[config.mk]
export PLATFORM = sky130hd
export DESIGN_NAME = sio_host_regs
export DESIGN_NICKNAME = d
export VERILOG_FILES = /design/src/rtl/sio_host_pkg.sv /design/src/rtl/sio_access_decode.sv /design/src/rtl/sio_mode_seq.sv /design/src/rtl/sio_data_port.sv /design/src/rtl/sio_host_regs.sv
export SDC_FILE = /design/constraint.sdc
export NUM_CORES = 1
export LEC_CHECK = 0
export BUFFER_PORTS_ARGS = -buffer_cell sky130_fd_sc_hd__clkbuf_2
export CAP_MARGIN = 40
export CORE_UTILIZATION = 40
export CTS_BUF_LIST = sky130_fd_sc_hd__clkbuf_16
export CTS_CLUSTER_DIAMETER = 200
export CTS_CLUSTER_SIZE = 12
export DETAILED_ROUTE_END_ITERATION = 10
export GPL_TIMING_DRIVEN = 1
export PLACE_DENSITY = 0.7
export SETUP_SLACK_MARGIN = 0.4
export SYNTH_ARGS = -nofsm -noshare
export SYNTH_HDL_FRONTEND = slang
export SYNTH_SLANG_ARGS = --single-unit
[constraint.sdc]
create_clock -name clk -period 2.7 [get_ports clk]
set_clock_uncertainty 0.15 [all_clocks]
set_input_delay 0.27 -clock clk [delete_from_list [all_inputs] [get_ports clk]]
set_output_delay 0.27 -clock clk [all_outputs]
set_load 0.05 [all_outputs]
[src/rtl/sio_host_pkg.sv]
package sio_host_pkg;
  typedef enum logic {
    SEQ_WANT_MODE = 1'b0,
    SEQ_WANT_CMD  = 1'b1
  } seq_state_t;

  typedef struct packed {
    logic [1:0] stop_sel;
    logic       parity_even;
    logic       parity_en;
    logic [1:0] char_len;
    logic [1:0] clk_factor;
  } fmt_word_t;

  localparam int CTL_W       = 8;
  localparam int CMD_TX_BIT  = 0;
  localparam int CMD_RX_BIT  = 2;
  localparam int CMD_ERR_BIT = 4;
  localparam int CMD_RST_BIT = 6;
endpackage

[src/rtl/sio_access_decode.sv]
module sio_access_decode (
  input  logic sel,
  input  logic ctl_sel,
  input  logic wr_stb,
  input  logic rd_stb,
  output logic ctl_wr,
  output logic ctl_rd,
  output logic dat_wr,
  output logic dat_rd
);
  logic wr_hit, rd_hit;

  always_comb begin
    wr_hit = sel & wr_stb;
    rd_hit = sel & rd_stb & ~wr_stb;
    ctl_wr = wr_hit & ctl_sel;
    dat_wr = wr_hit & ~ctl_sel;
    ctl_rd = rd_hit & ctl_sel;
    dat_rd = rd_hit & ~ctl_sel;
  end
endmodule

[src/rtl/sio_mode_seq.sv]
module sio_mode_seq
  import sio_host_pkg::*;
(
  input  logic             clk,
  input  logic             rst,
  input  logic             ctl_wr,
  input  logic [CTL_W-1:0] wdata,
  output fmt_word_t        fmt,
  output logic             tx_en,
  output logic             rx_en,
  output logic             err_clear,
  output logic             mode_loaded
);
  seq_state_t state;
  logic       soft_rst;

  assign soft_rst    = ctl_wr && (state == SEQ_WANT_CMD) && wdata[CMD_RST_BIT];
  assign mode_loaded = (state == SEQ_WANT_CMD);

  always_ff @(posedge clk) begin
    if (rst || soft_rst) begin
      state     <= SEQ_WANT_MODE;
      fmt       <= '0;
      tx_en     <= 1'b0;
      rx_en     <= 1'b0;
      err_clear <= 1'b0;
    end else begin
      err_clear <= 1'b0;
      if (ctl_wr) begin
        if (state == SEQ_WANT_MODE) begin
          fmt   <= fmt_word_t'(wdata);
          state <= SEQ_WANT_CMD;
        end else begin
          tx_en     <= wdata[CMD_TX_BIT];
          rx_en     <= wdata[CMD_RX_BIT];
          err_clear <= wdata[CMD_ERR_BIT];
        end
      end
    end
  end
endmodule

[src/rtl/sio_data_port.sv]
module sio_data_port #(
  parameter int DW = 8
) (
  input  logic          clk,
  input  logic          rst,
  input  logic          ctl_rd,
  input  logic          dat_rd,
  input  logic          dat_wr,
  input  logic [DW-1:0] wdata,
  input  logic [5:0]    status,
  input  logic [DW-1:0] rx_byte,
  output logic [DW-1:0] rdata,
  output logic [DW-1:0] tx_byte,
  output logic          tx_load,
  output logic          rx_take
);
  localparam int ST_W = 6;

  logic [DW-1:0] status_ext;

  always_comb begin
    status_ext = '0;
    status_ext[ST_W-1:0] = status;
  end

  always_ff @(posedge clk) begin
    if (rst) begin
      rdata   <= '0;
      tx_byte <= '0;
      tx_load <= 1'b0;
      rx_take <= 1'b0;
    end else begin
      tx_load <= dat_wr;
      rx_take <= dat_rd;
      if (dat_wr) tx_byte <= wdata;
      if (ctl_rd)      rdata <= status_ext;
      else if (dat_rd) rdata <= rx_byte;
    end
  end
endmodule

[src/rtl/sio_host_regs.sv]
module sio_host_regs
  import sio_host_pkg::*;
#(
  parameter int DW = 8
) (
  input  logic          clk,
  input  logic          rst,
  input  logic          sel,
  input  logic          ctl_sel,
  input  logic          wr_stb,
  input  logic          rd_stb,
  input  logic [DW-1:0] wdata,
  output logic [DW-1:0] rdata,
  input  logic          tx_ready,
  input  logic          tx_empty,
  input  logic          rx_ready,
  input  logic [DW-1:0] rx_byte,
  input  logic          err_parity,
  input  logic          err_overrun,
  input  logic          err_framing,
  output logic [DW-1:0] tx_byte,
  output logic          tx_load,
  output logic          rx_take,
  output logic          err_clear,
  output logic [1:0]    clk_factor,
  output logic [1:0]    char_len,
  output logic          parity_en,
  output logic          parity_even,
  output logic [1:0]    stop_sel,
  output logic          tx_en,
  output logic          rx_en,
  output logic          mode_loaded
);
  logic      ctl_wr, ctl_rd, dat_wr, dat_rd;
  fmt_word_t fmt;
  logic [5:0] status;

  sio_access_decode u_dec (
    .sel(sel), .ctl_sel(ctl_sel), .wr_stb(wr_stb), .rd_stb(rd_stb),
    .ctl_wr(ctl_wr), .ctl_rd(ctl_rd), .dat_wr(dat_wr), .dat_rd(dat_rd)
  );

  sio_mode_seq u_seq (
    .clk(clk), .rst(rst), .ctl_wr(ctl_wr), .wdata(wdata[CTL_W-1:0]),
    .fmt(fmt), .tx_en(tx_en), .rx_en(rx_en), .err_clear(err_clear),
    .mode_loaded(mode_loaded)
  );

  assign status = {err_framing, err_overrun, err_parity, tx_empty, rx_ready, tx_ready};

  sio_data_port #(.DW(DW)) u_dat (
    .clk(clk), .rst(rst), .ctl_rd(ctl_rd), .dat_rd(dat_rd), .dat_wr(dat_wr),
    .wdata(wdata), .status(status), .rx_byte(rx_byte), .rdata(rdata),
    .tx_byte(tx_byte), .tx_load(tx_load), .rx_take(rx_take)
  );

  assign clk_factor  = fmt.clk_factor;
  assign char_len    = fmt.char_len;
  assign parity_en   = fmt.parity_en;
  assign parity_even = fmt.parity_even;
  assign stop_sel    = fmt.stop_sel;
endmodule

==> results of run 1 <==
-- worst max-delay path by stage --
| stage | slack [ns] | start | end |
|---|---|---|---|
| 4_1_cts | 1.23 | u_seq.mode_loaded | mode_loaded |
| 5_1_grt | 1.16 | u_seq.mode_loaded | mode_loaded |
| 3_3_place_gp | 1.10 | ctl_sel | u_dat.tx_byte[7] |
| 2_1_floorplan | 1.21 | u_seq.mode_loaded | u_seq.fmt[0] |
| 3_5_place_dp | 1.03 | ctl_sel | u_dat.tx_byte[7] |
| 6_report | 1.23 | u_seq.mode_loaded | mode_loaded |
-- stage by stage --
step           setup WS [ns]  instance area [µm²]  std cells
5_1_grt                 1.16                 1630        208
3_5_place_dp            1.03                 1500        202
3_3_place_gp            1.10                 1500        202
6_report                1.23                 1630        208
4_1_cts                 1.23                 1630        208
2_1_floorplan           1.21                 1230        122
-- power breakdown --
| part | switching, W | internal, W |
|---|---|---|
| clock network | 0.000162 | 0.000325 |
| registers | 0.00000886 | 0.000459 |
| logic | 0.000105 | 0.0000469 |
-- state kept, by name, indices dropped and copies added (netlist names) --
signal             cells
u_dat.rdata            8
u_dat.rx_take          1
u_dat.tx_byte          8
u_dat.tx_load          1
u_seq.err_clear        1
u_seq.fmt              8
u_seq.mode_loaded      1
u_seq.rx_en            1
u_seq.tx_en            1
-- cells by family (layout without fill, tap and decap cells) --
kind of cell	count (synthesis)	count (layout)	share of synthesized area [%]
multiplexers	14	14	11.3
AND/OR/NAND/NOR	51	51	20.3
AO/OA/AOI/OAI	19	19	14.7
flip-flops	30	30	48.6
buffers and inverters	8	63	5.07
-- layer usage --
metal / global-route usage (%) / vias to the layer above / wire length [µm]
met3: 5.90 / 5 / 166
met1: 19.9 / 474 / 1130
met2: 32.7 / 37 / 1420
li1: - / 527 / -
met5: 0 / - / 0
met4: 8.36 / 0 / 42
-- cell usage after synthesis (all sizes together) --
cell type	count	area share, %
a31o	1	0.71
a21oi	12	7.9
dfxtp	30	49
mux2i	14	11
and3	1	0.91
clkbuf	1	0.30
and4b	1	0.81
nor2	18	5.9
nand4	1	0.51
nand3	3	1.2
nand2	20	6.1
nand4b	1	0.71
buf	7	4.8
nand3b	4	3.0
and3b	1	0.71
a211oi	6	6.1
nor3	1	0.40
-- final cells by class --
| class | count | area, µm² |
|---|---|---|
| Fill cell | 260 | 1200 |
| Sequential cell | 30 | 601 |
| Multi-Input combinational cell | 84 | 572 |
| Timing Repair Buffer | 57 | 285 |
| Clock buffer | 5 | 125 |
| Tap cell | 31 | 38.8 |
| Clock inverter | 1 | 3.75 |
==> results.md, run 1 <==
- Status: finished, violations left
- Failing checks: DRC
- CP cell instances: clkbuf_2
- Fmax: 0.681 GHz
- CTS tree: built
- Number of library cell types mapped by synthesis: 23
- Cts hold-fix bufs: 0
- Vias in the first global route: 1038
- Mapped Area: 1230 µm²
- Hold_ws: 0.109 ns
- Chip Width: 57.6 µm
- Clock latency at the later pin of the worst-skew pair: 0.26 ns
- Reg-to-reg endpoint: u_seq.fmt[4]
- Critical Path RT: 2.28 ns
- Crit-path leading delay family: flip-flops
- Worst Hold Endpoint: u_seq.fmt[3]
- Startpoint Class: flip-flop
- TritonCTS Buffers: 5
- Hold path startpoint: wdata[3]
- TritonCTS Sinks: 30
- Starting Density: 43.7%
- Slew Limit Headroom: 55.5%
- Largest net degree at the start of global routing: 20
- Antenna violations before repair: 0
- H-tree depth: 2
- Yosys warnings: 0
- Synthesized flop and latch total: 30
- Reg-to-Reg Start: u_seq.mode_loaded
- # rows: 19
- Detailed Routing Iterations Pass 1: 7
- Initial detailed-routing violation count: 43
- Final number of hold-violating endpoints: 0
- Max-Cap Viols: 0
- Post-Syn Nets: 150
- Period utilization: 54.4%
- Vias: 1043
- Cell Pwr Density: 681 nW/µm²
- Most frequent cells in the layout: 57 x clkbuf_2, 30 x dfxtp_1, 20 x nand2_1
- Average routed wire per standard cell: 13.3 µm
- Vias per cell: 5.01
- Crit path max fanout: 9
- Post-CTS setup buffer count: 0
- Hpwl dp: 2060 µm
- Min Tclk post-route: 1.47 ns
- Area of the die: 3310 µm²
- First-pass GRT wire length: 4520 µm
- Maximum vdd drop: 0.492 mV
- Final WL: 2760 µm
- FF-to-FF setup slack: 1.37 ns
- CP Buf/Inv Count: 1
- Port-buffer cells: 57
- Layout cell share with drive strength beyond 1: 47.5%
- Worst Hold Class: primary input to flip-flop
- CP Depth: 1
- Worst-case reg-to-reg path depth: 3
- WP data arrival: 1.05 ns
- Final ANT Viol Nets: 0
- Nets: 206
- Worst Setup End Kind: primary output
- Global placement routability congestion: 0.691
- Static Leak: 0.773 nW
- Drt drc: 3
- Register area share after synthesis: 48.6%
- Max clock buf depth: 2
- Post-Syn Instances: 122
- Worst Hold Depth: 3
- Power, Total: 0.00111 W
- Final Max Tran Viols: 0
- Avg Cell Area, Syn: 10.1 µm²
- DIE HEIGHT: 57.6 µm
- Post-CTS Resized: 0
- Worst path max stage delay: 0.45 ns
- I/O pin cnt: 58
- GRT Total Usage: 18.5%
- Post-layout util: 57.5%
- Setup TNS: 0 ns
- Layout area overhead: 31.6%
- CP max-delay cell: dfxtp_1
- Clk slew on worst S/H paths: 0.04 ns
- Root Buffer: clkbuf_16
- Leading cell type in the layout, fill and taps excluded: clkbuf_2
- Core Area: 2830 µm²
- RSZ-0062 raised after global routing: false
- Grt ovf: 0
- Diode count: 0
- CP Class: flip-flop to primary output
- Actual slew at the worst max-slew pin: 0.668 ns
- Setup violations, final: 0
(Power assumes the default switching activity.)
==> run 2, diff against run 1 <==
==> constraint.sdc (replaced) <==
create_clock -name clk -period 1.4 [get_ports clk]
set_clock_uncertainty 0.15 [all_clocks]
set_input_delay 0.14 -clock clk [delete_from_list [all_inputs] [get_ports clk]]
set_output_delay 0.14 -clock clk [all_outputs]
set_load 0.05 [all_outputs]
==> run 2 against run 1 <==
  * Critical path depth grew 2
  * Critical path type is now flip-flop to flip-flop
  * Combinational power grew to 2.9 times the previous value
  * Sequential cell count unchanged
  * Clock power up 110%
  * First-iteration DRC count unchanged
  * Count of clock-buffer cells in the layout stayed put
  * Register-to-register slack lost 1.2 ns
  * Highest routed layer unchanged
  * Largest power group unchanged
  * Setup slack worse by 1.0 ns
  * Cell area grew 43%
  * The flow still finishes with violations (DRC)
  * Non-clock buffer count is 27 higher
==> results.md, run 2 (synthesis results as in run 1) <==
- Diode count: 0 (unchanged)
- TritonCTS Buffers: 5 (unchanged)
- Status: finished, violations left (unchanged)
- FF-to-FF setup slack: 0.20 ns (was 1.37 ns)
- Hold_ws: 0.000884 ns (was 0.109 ns)
- Slew Limit Headroom: 77.8% (was 55.5%)
- Setup TNS: 0 ns (unchanged)
- Max-Cap Viols: 0 (unchanged)
- Starting Density: 43.7% (unchanged)
- Final ANT Viol Nets: 0 (unchanged)
- Worst Hold Class: primary input to flip-flop (unchanged)
- GRT Total Usage: 24.7% (was 18.5%)
- Average routed wire per standard cell: 16.3 µm (was 13.3 µm)
- Switching share of power: 26.2% (was 24.9%)
- Layout area overhead: 88.2% (was 31.6%)
- Worst Hold Depth: 3 (unchanged)
- Reg-to-reg endpoint: u_seq.fmt[1] (was u_seq.fmt[4])
- Antenna violations before repair: 0 (unchanged)
- Area of the die: 3310 µm² (unchanged)
- Drt drc: 3 (unchanged)
- Min Tclk post-route: 1.20 ns
- Core Area: 2830 µm² (unchanged)
- Period utilization: 85.9%
- Static Leak: 1.09 nW (was 0.773 nW)
- Hold path startpoint: wdata[0] (was wdata[3])
- Filler instances: 153 (was 260)
- Clk pwr share: 42.5% (was 44.0%)
- Grt ovf: 0 (unchanged)
- Clk slew on worst S/H paths: 0.05 ns (was 0.04 ns)
- Crit path max fanout: 8 (was 9)
- Nets: 233 (was 206)
- Actual slew at the worst max-slew pin: 0.332 ns (was 0.668 ns)
- Switching pwr: 0.000619 W (was 0.000276 W)
- CP Class: flip-flop to flip-flop (was flip-flop to primary output)
- DIE HEIGHT: 57.6 µm (unchanged)
- Chip Width: 57.6 µm (unchanged)
- Largest net degree at the start of global routing: 15 (was 20)
- Final number of hold-violating endpoints: 0 (unchanged)
- TritonCTS Sinks: 30 (unchanged)
- WP data arrival: 1.25 ns (was 1.05 ns)
- Final Max Tran Viols: 0 (unchanged)
- Layout cell share with drive strength beyond 1: 67.0% (was 47.5%)
- Port-buffer cells: 57 (unchanged)
- Leading cell type in the layout, fill and taps excluded: dfxtp_2 (was clkbuf_2)
- Most frequent cells in the layout: 28 x dfxtp_2, 23 x buf_8, 21 x clkbuf_2 (was 57 x clkbuf_2, 30 x dfxtp_1, 20 x nand2_1)
- # rows: 19 (unchanged)
- Worst Setup End Kind: flip-flop (was primary output)
- Final WL: 3860 µm (was 2760 µm)
- Startpoint Class: flip-flop (unchanged)
- Global placement routability congestion: 0.738 (was 0.691)
- I/O pin cnt: 58 (unchanged)
- Clock latency at the later pin of the worst-skew pair: 0.27 ns (was 0.26 ns)
- Vias per cell: 5.17 (was 5.01)
- Reg-to-Reg Start: u_seq.mode_loaded (unchanged)
- H-tree depth: 2 (unchanged)
- Largest regs: u_dat.rdata: 8 flops, u_dat.tx_byte: 8 flops, u_seq.fmt: 8 flops (unchanged)
- Area of the multi-input gates: 588 µm² (was 572 µm²)
- RSZ-0062 raised after global routing: true (was false)
- Root Buffer: clkbuf_16 (unchanged)
- Critical Path RT: 1.45 ns (was 2.28 ns)
- CTS tree: built (unchanged)
- Hpwl dp: 2120 µm (was 2060 µm)
- Cell Pwr Density: 1010 nW/µm² (was 681 nW/µm²)
- Cell internal pwr: 0.00174 W (was 0.000831 W)
- Vias in the first global route: 1276 (was 1038)
- Setup violations, final: 0 (unchanged)
- Initial detailed-routing violation count: 43 (unchanged)
- Worst-case reg-to-reg path depth: 3 (unchanged)
- Fmax: 0.832 GHz
- Combinational power share: 18.7% (was 13.7%)
- Max clock buf depth: 2 (unchanged)
- First-pass GRT wire length: 5950 µm (was 4520 µm)
- Detailed Routing Iterations Pass 1: 9 (was 7)
- Maximum vdd drop: 1.01 mV (was 0.492 mV)
- Vias: 1226 (was 1043)
- Worst Hold Endpoint: u_seq.fmt[0] (was u_seq.fmt[3])
- Register area: 639 µm² (was 601 µm²)
- Sequential power share: 38.8% (was 42.3%)
- Failing checks: DRC (unchanged)
==> run 2: metrics by stage <==
step	area [µm²]	utilization [%]	setup slack (ns)	instances	power (W)
after global placement	1570	55.4	0.125	206	0.00122
after CTS	2230	79.0	0.226	234	0.00231
after floorplan	1270	-	0.225	122	0.00114
after detailed placement	1570	55.4	0.121	206	0.00123
final	2320	82.2	0.198	237	0.00236
after global routing	2320	82.2	0.162	237	0.00243
==> run 2: worst max-delay path by stage <==
stage	cells after the start	slack (ns)	to	start
after floorplan	3	0.23	u_seq.fmt[1]	u_seq.mode_loaded
after global placement	3	0.12	u_seq.fmt[3]	u_seq.mode_loaded
after detailed placement	3	0.12	u_seq.fmt[1]	u_seq.mode_loaded
after CTS	3	0.23	u_seq.fmt[3]	u_seq.mode_loaded
after global routing	3	0.16	u_seq.fmt[5]	u_seq.mode_loaded
final	3	0.20	u_seq.fmt[1]	u_seq.mode_loaded
==> run 2: power by group through the flow <==
stage	clock network (W)	registers (W)	logic, W
after floorplan	0	0.00102	0.000117
after global placement	0	0.000919	0.000299
after detailed placement	0	0.000921	0.000307
after CTS	0.000994	0.000910	0.000406
after global routing	0.00105	0.000919	0.000463
final	0.00100	0.000916	0.000441
==> run 2: final cells by class <==
type	instances	area share (%)
timing repair buffer	84	39.6
clock buffer	5	5.38
tap	31	1.67
sequential	30	27.5
multi-input combinational	84	25.3
clock inverter	3	0.538
==> run 2: worst max-delay path, stage by stage, from the launching register on <==
cell and delay [ns]:
dfxtp_4 0.36, and4b_4 0.42, nand2_2 0.09, a21oi_2 0.12
==> run 2: repair_timing <==
action                                  in CTS  in global routing
setup buffers                               11                  3
pin swaps                                    2                 11
endpoints found under the setup margin      42                 48
hold buffers                                 9                  0
resized for setup                           81                 42
hold endpoints to repair                    14                  0
==> run 2: metal layers <==
layer  part of all wire, %  GRT usage [%]
met1                    39           27.1
met2                    55           44.9
met3                   4.5           6.35
met4                   1.4           10.1
met5                     0              0
==> run 3, diff against run 2 <==
--- a/config.mk
+++ b/config.mk
@@ -14,7 +14,8 @@
 export DETAILED_ROUTE_END_ITERATION = 10
 export GPL_TIMING_DRIVEN = 1
 export PLACE_DENSITY = 0.7
-export SETUP_SLACK_MARGIN = 0.4
+export SETUP_SLACK_MARGIN = 0.2
+export SLEW_MARGIN = 0
 export SYNTH_ARGS = -nofsm -noshare
 export SYNTH_HDL_FRONTEND = slang
 export SYNTH_SLANG_ARGS = --single-unit
==> run 3 against run 2 <==
  * Count of clock-buffer cells in the layout is 1 higher
  * The run ends with DRC, hold timing left
  * Setup slack improved by 0.017 ns
  * Critical path depth did not move
==> results.md, run 3 (synthesis results as in run 1) <==
- Status: finished, violations left (unchanged)
- Failing checks: DRC, hold timing (was DRC)
- I/O pin cnt: 58 (unchanged)
- Largest regs: u_dat.rdata: 8 flops, u_dat.tx_byte: 8 flops, u_seq.fmt: 8 flops (unchanged)
- Switching share of power: 23.3% (was 26.2%)
- Area of the die: 3310 µm² (unchanged)
- Period utilization: 84.6% (was 85.9%)
- TritonCTS Sinks: 30 (unchanged)
- Worst Hold Class: primary input to flip-flop (unchanged)
- Combinational power share: 13.3% (was 18.7%)
- Startpoint Class: flip-flop (unchanged)
- Grt ovf: 0 (unchanged)
- Detailed Routing Iterations Pass 1: 6 (was 9)
- Hold_ws: -0.00253 ns (was 0.000884 ns)
- Leading cell type in the layout, fill and taps excluded: clkbuf_2 (was dfxtp_2)
- CP Class: flip-flop to flip-flop (unchanged)
- WP data arrival: 1.23 ns (was 1.25 ns)
- Nets: 220 (was 233)
- Non-filler cells, final: 224 (was 237)
- Max clock buf depth: 2 (unchanged)
- Final ANT Viol Nets: 0 (unchanged)
- Hpwl dp: 2140 µm (was 2120 µm)
- Initial detailed-routing violation count: 33 (was 43)
- Layout area overhead: 49.3% (was 88.2%)
- Slew Limit Headroom: 77.4% (was 77.8%)
- H-tree depth: 2 (unchanged)
- Core Area: 2830 µm² (unchanged)
- Vias in the first global route: 1110 (was 1276)
- First-pass GRT wire length: 5180 µm (was 5950 µm)
- Root Buffer: clkbuf_16 (unchanged)
- Chip Width: 57.6 µm (unchanged)
- Setup TNS: 0 ns (unchanged)
- Sequential power share: 35.5% (was 38.8%)
- Most frequent cells in the layout: 43 x clkbuf_2, 29 x dfxtp_1, 18 x nand2_1 (was 28 x dfxtp_2, 23 x buf_8, 21 x clkbuf_2)
- Cell internal pwr: 0.00194 W (was 0.00174 W)
- Cell Pwr Density: 1370 nW/µm² (was 1010 nW/µm²)
- Largest net degree at the start of global routing: 15 (unchanged)
- Setup violations, final: 0 (unchanged)
- Port-buffer cells: 57 (unchanged)
- Worst Setup End Kind: flip-flop (unchanged)
- Post-layout util: 65.2% (was 82.2%)
- Maximum vdd drop: 0.771 mV (was 1.01 mV)
- Starting Density: 43.7% (unchanged)
- Average routed wire per standard cell: 14.1 µm (was 16.3 µm)
- GRT Total Usage: 21.0% (was 24.7%)
- Final WL: 3160 µm (was 3860 µm)
- DP Cell Count: 206 (unchanged)
- Final number of hold-violating endpoints: 1 (was 0)
- Clk slew on worst S/H paths: 0.05 ns (about the same)
- RSZ-0062 raised after global routing: true (unchanged)
- TritonCTS Buffers: 5 (unchanged)
- Critical Path RT: 1.45 ns (about the same)
- Min Tclk post-route: 1.18 ns (was 1.20 ns)
- Vias: 1149 (was 1226)
- CTS tree: built (unchanged)
- Layout cell share with drive strength beyond 1: 50.3% (was 67.0%)
- Max-Cap Viols: 0 (unchanged)
- DIE HEIGHT: 57.6 µm (unchanged)
- Global placement routability congestion: 0.777 (was 0.738)
- Vias per cell: 5.13 (was 5.17)
- Clock latency at the later pin of the worst-skew pair: 0.27 ns (about the same)
- Clk pwr share: 51.2% (was 42.5%)
- Static Leak: 0.875 nW (was 1.09 nW)
- Drt drc: 4 (was 3)
- Antenna violations before repair: 0 (unchanged)
- Diode count: 0 (unchanged)
- Crit path max fanout: 8 (unchanged)
- Fmax: 0.844 GHz (was 0.832 GHz)
- Power, Total: 0.00253 W (was 0.00236 W)
- Switching pwr: 0.000590 W (was 0.000619 W)
- Final Max Tran Viols: 0 (unchanged)
- Actual slew at the worst max-slew pin: 0.338 ns (was 0.332 ns)
- CP max-delay cell: and4b_4 (unchanged)
- # rows: 19 (unchanged)
- Worst path max stage delay: 0.41 ns (was 0.42 ns)
- CP cell instances: and4b_4 -> nand2_1 -> a21oi_1 (was and4b_4 -> nand2_2 -> a21oi_2)
## run 3: cell count changes in the layout (fill, tap and decap cells not counted), sizes merged
cell / change
buf: -31
clkbuf: +20
dlymetal6s4s: -6
dlygate4sd3: +5
bufinv: +1
clkinv: -1
inv: -1
## run 3: timing repair
action / in CTS / in global routing
buffers inserted: 1 / 1
hold buffers: 8 / 0
resized for setup: 2 / 20
endpoints found under the hold margin: 13 / 0
pin swaps: 0 / 0
cloned: 0 / 0
endpoints found under the setup margin: 9 / 22
## run 3: through the flow
stage / instance area, µm² / setup WS, ns / hold WS [ns]
2_1_floorplan: 1240 / 0.216 / 0.116
3_3_place_gp: 1540 / 0.139 / 0.245
3_5_place_dp: 1540 / 0.127 / 0.256
4_1_cts: 1820 / 0.198 / 0.000431
5_1_grt: 1840 / 0.155 / 0.00313
6_report: 1840 / 0.215 / -0.00253
## run 3: cell type report
cell class / instances / area (µm²)
flip-flops and latches: 30 / 604
clock inverters: 2 / 33.8
clock buffers: 6 / 150
well taps: 31 / 38.8
repair buffers: 71 / 433
fillers: 236 / 985
multi-input cells: 84 / 584
## run 3: path summary, 6_finish.rpt
check | slack [ns] | end | from | cells past startpoint
min reg2reg | 0.32 | u_seq.fmt[6] | u_seq.fmt[6] | 2
max reg2reg | 0.22 | u_seq.fmt[2] | u_seq.mode_loaded | 3
min | -0.003 | u_seq.fmt[0] | wdata[0] | 3
max | 0.22 | u_seq.fmt[2] | u_seq.mode_loaded | 3
## run 3: metal layers
metal  routed length (µm)  part of all wire, %  global-route usage (%)
met1                 1310                   42                    24.1
met2                 1680                   53                    36.9
met3                  128                  4.1                    6.12
met4                   35                  1.1                    7.32
met5                    0                    0                       0
## run 3: power by group through the flow
| stage | registers [W] | logic (W) | clock network [W] |
|---|---|---|---|
| floorplan | 0.00102 | 0.000113 | 0 |
| global placement | 0.000916 | 0.000298 | 0 |
| detailed placement | 0.000918 | 0.000305 | 0 |
| CTS | 0.000901 | 0.000327 | 0.00130 |
| global route | 0.000903 | 0.000359 | 0.00135 |
| finish | 0.000900 | 0.000336 | 0.00130 |
## run 3: worst max-delay path, delay by kind of cell (launching register included)
family | cells | cell delay [ns]
AND/OR/NAND/NOR | 2 | 0.48
flip-flops | 1 | 0.36
AO/OA/AOI/OAI | 1 | 0.12
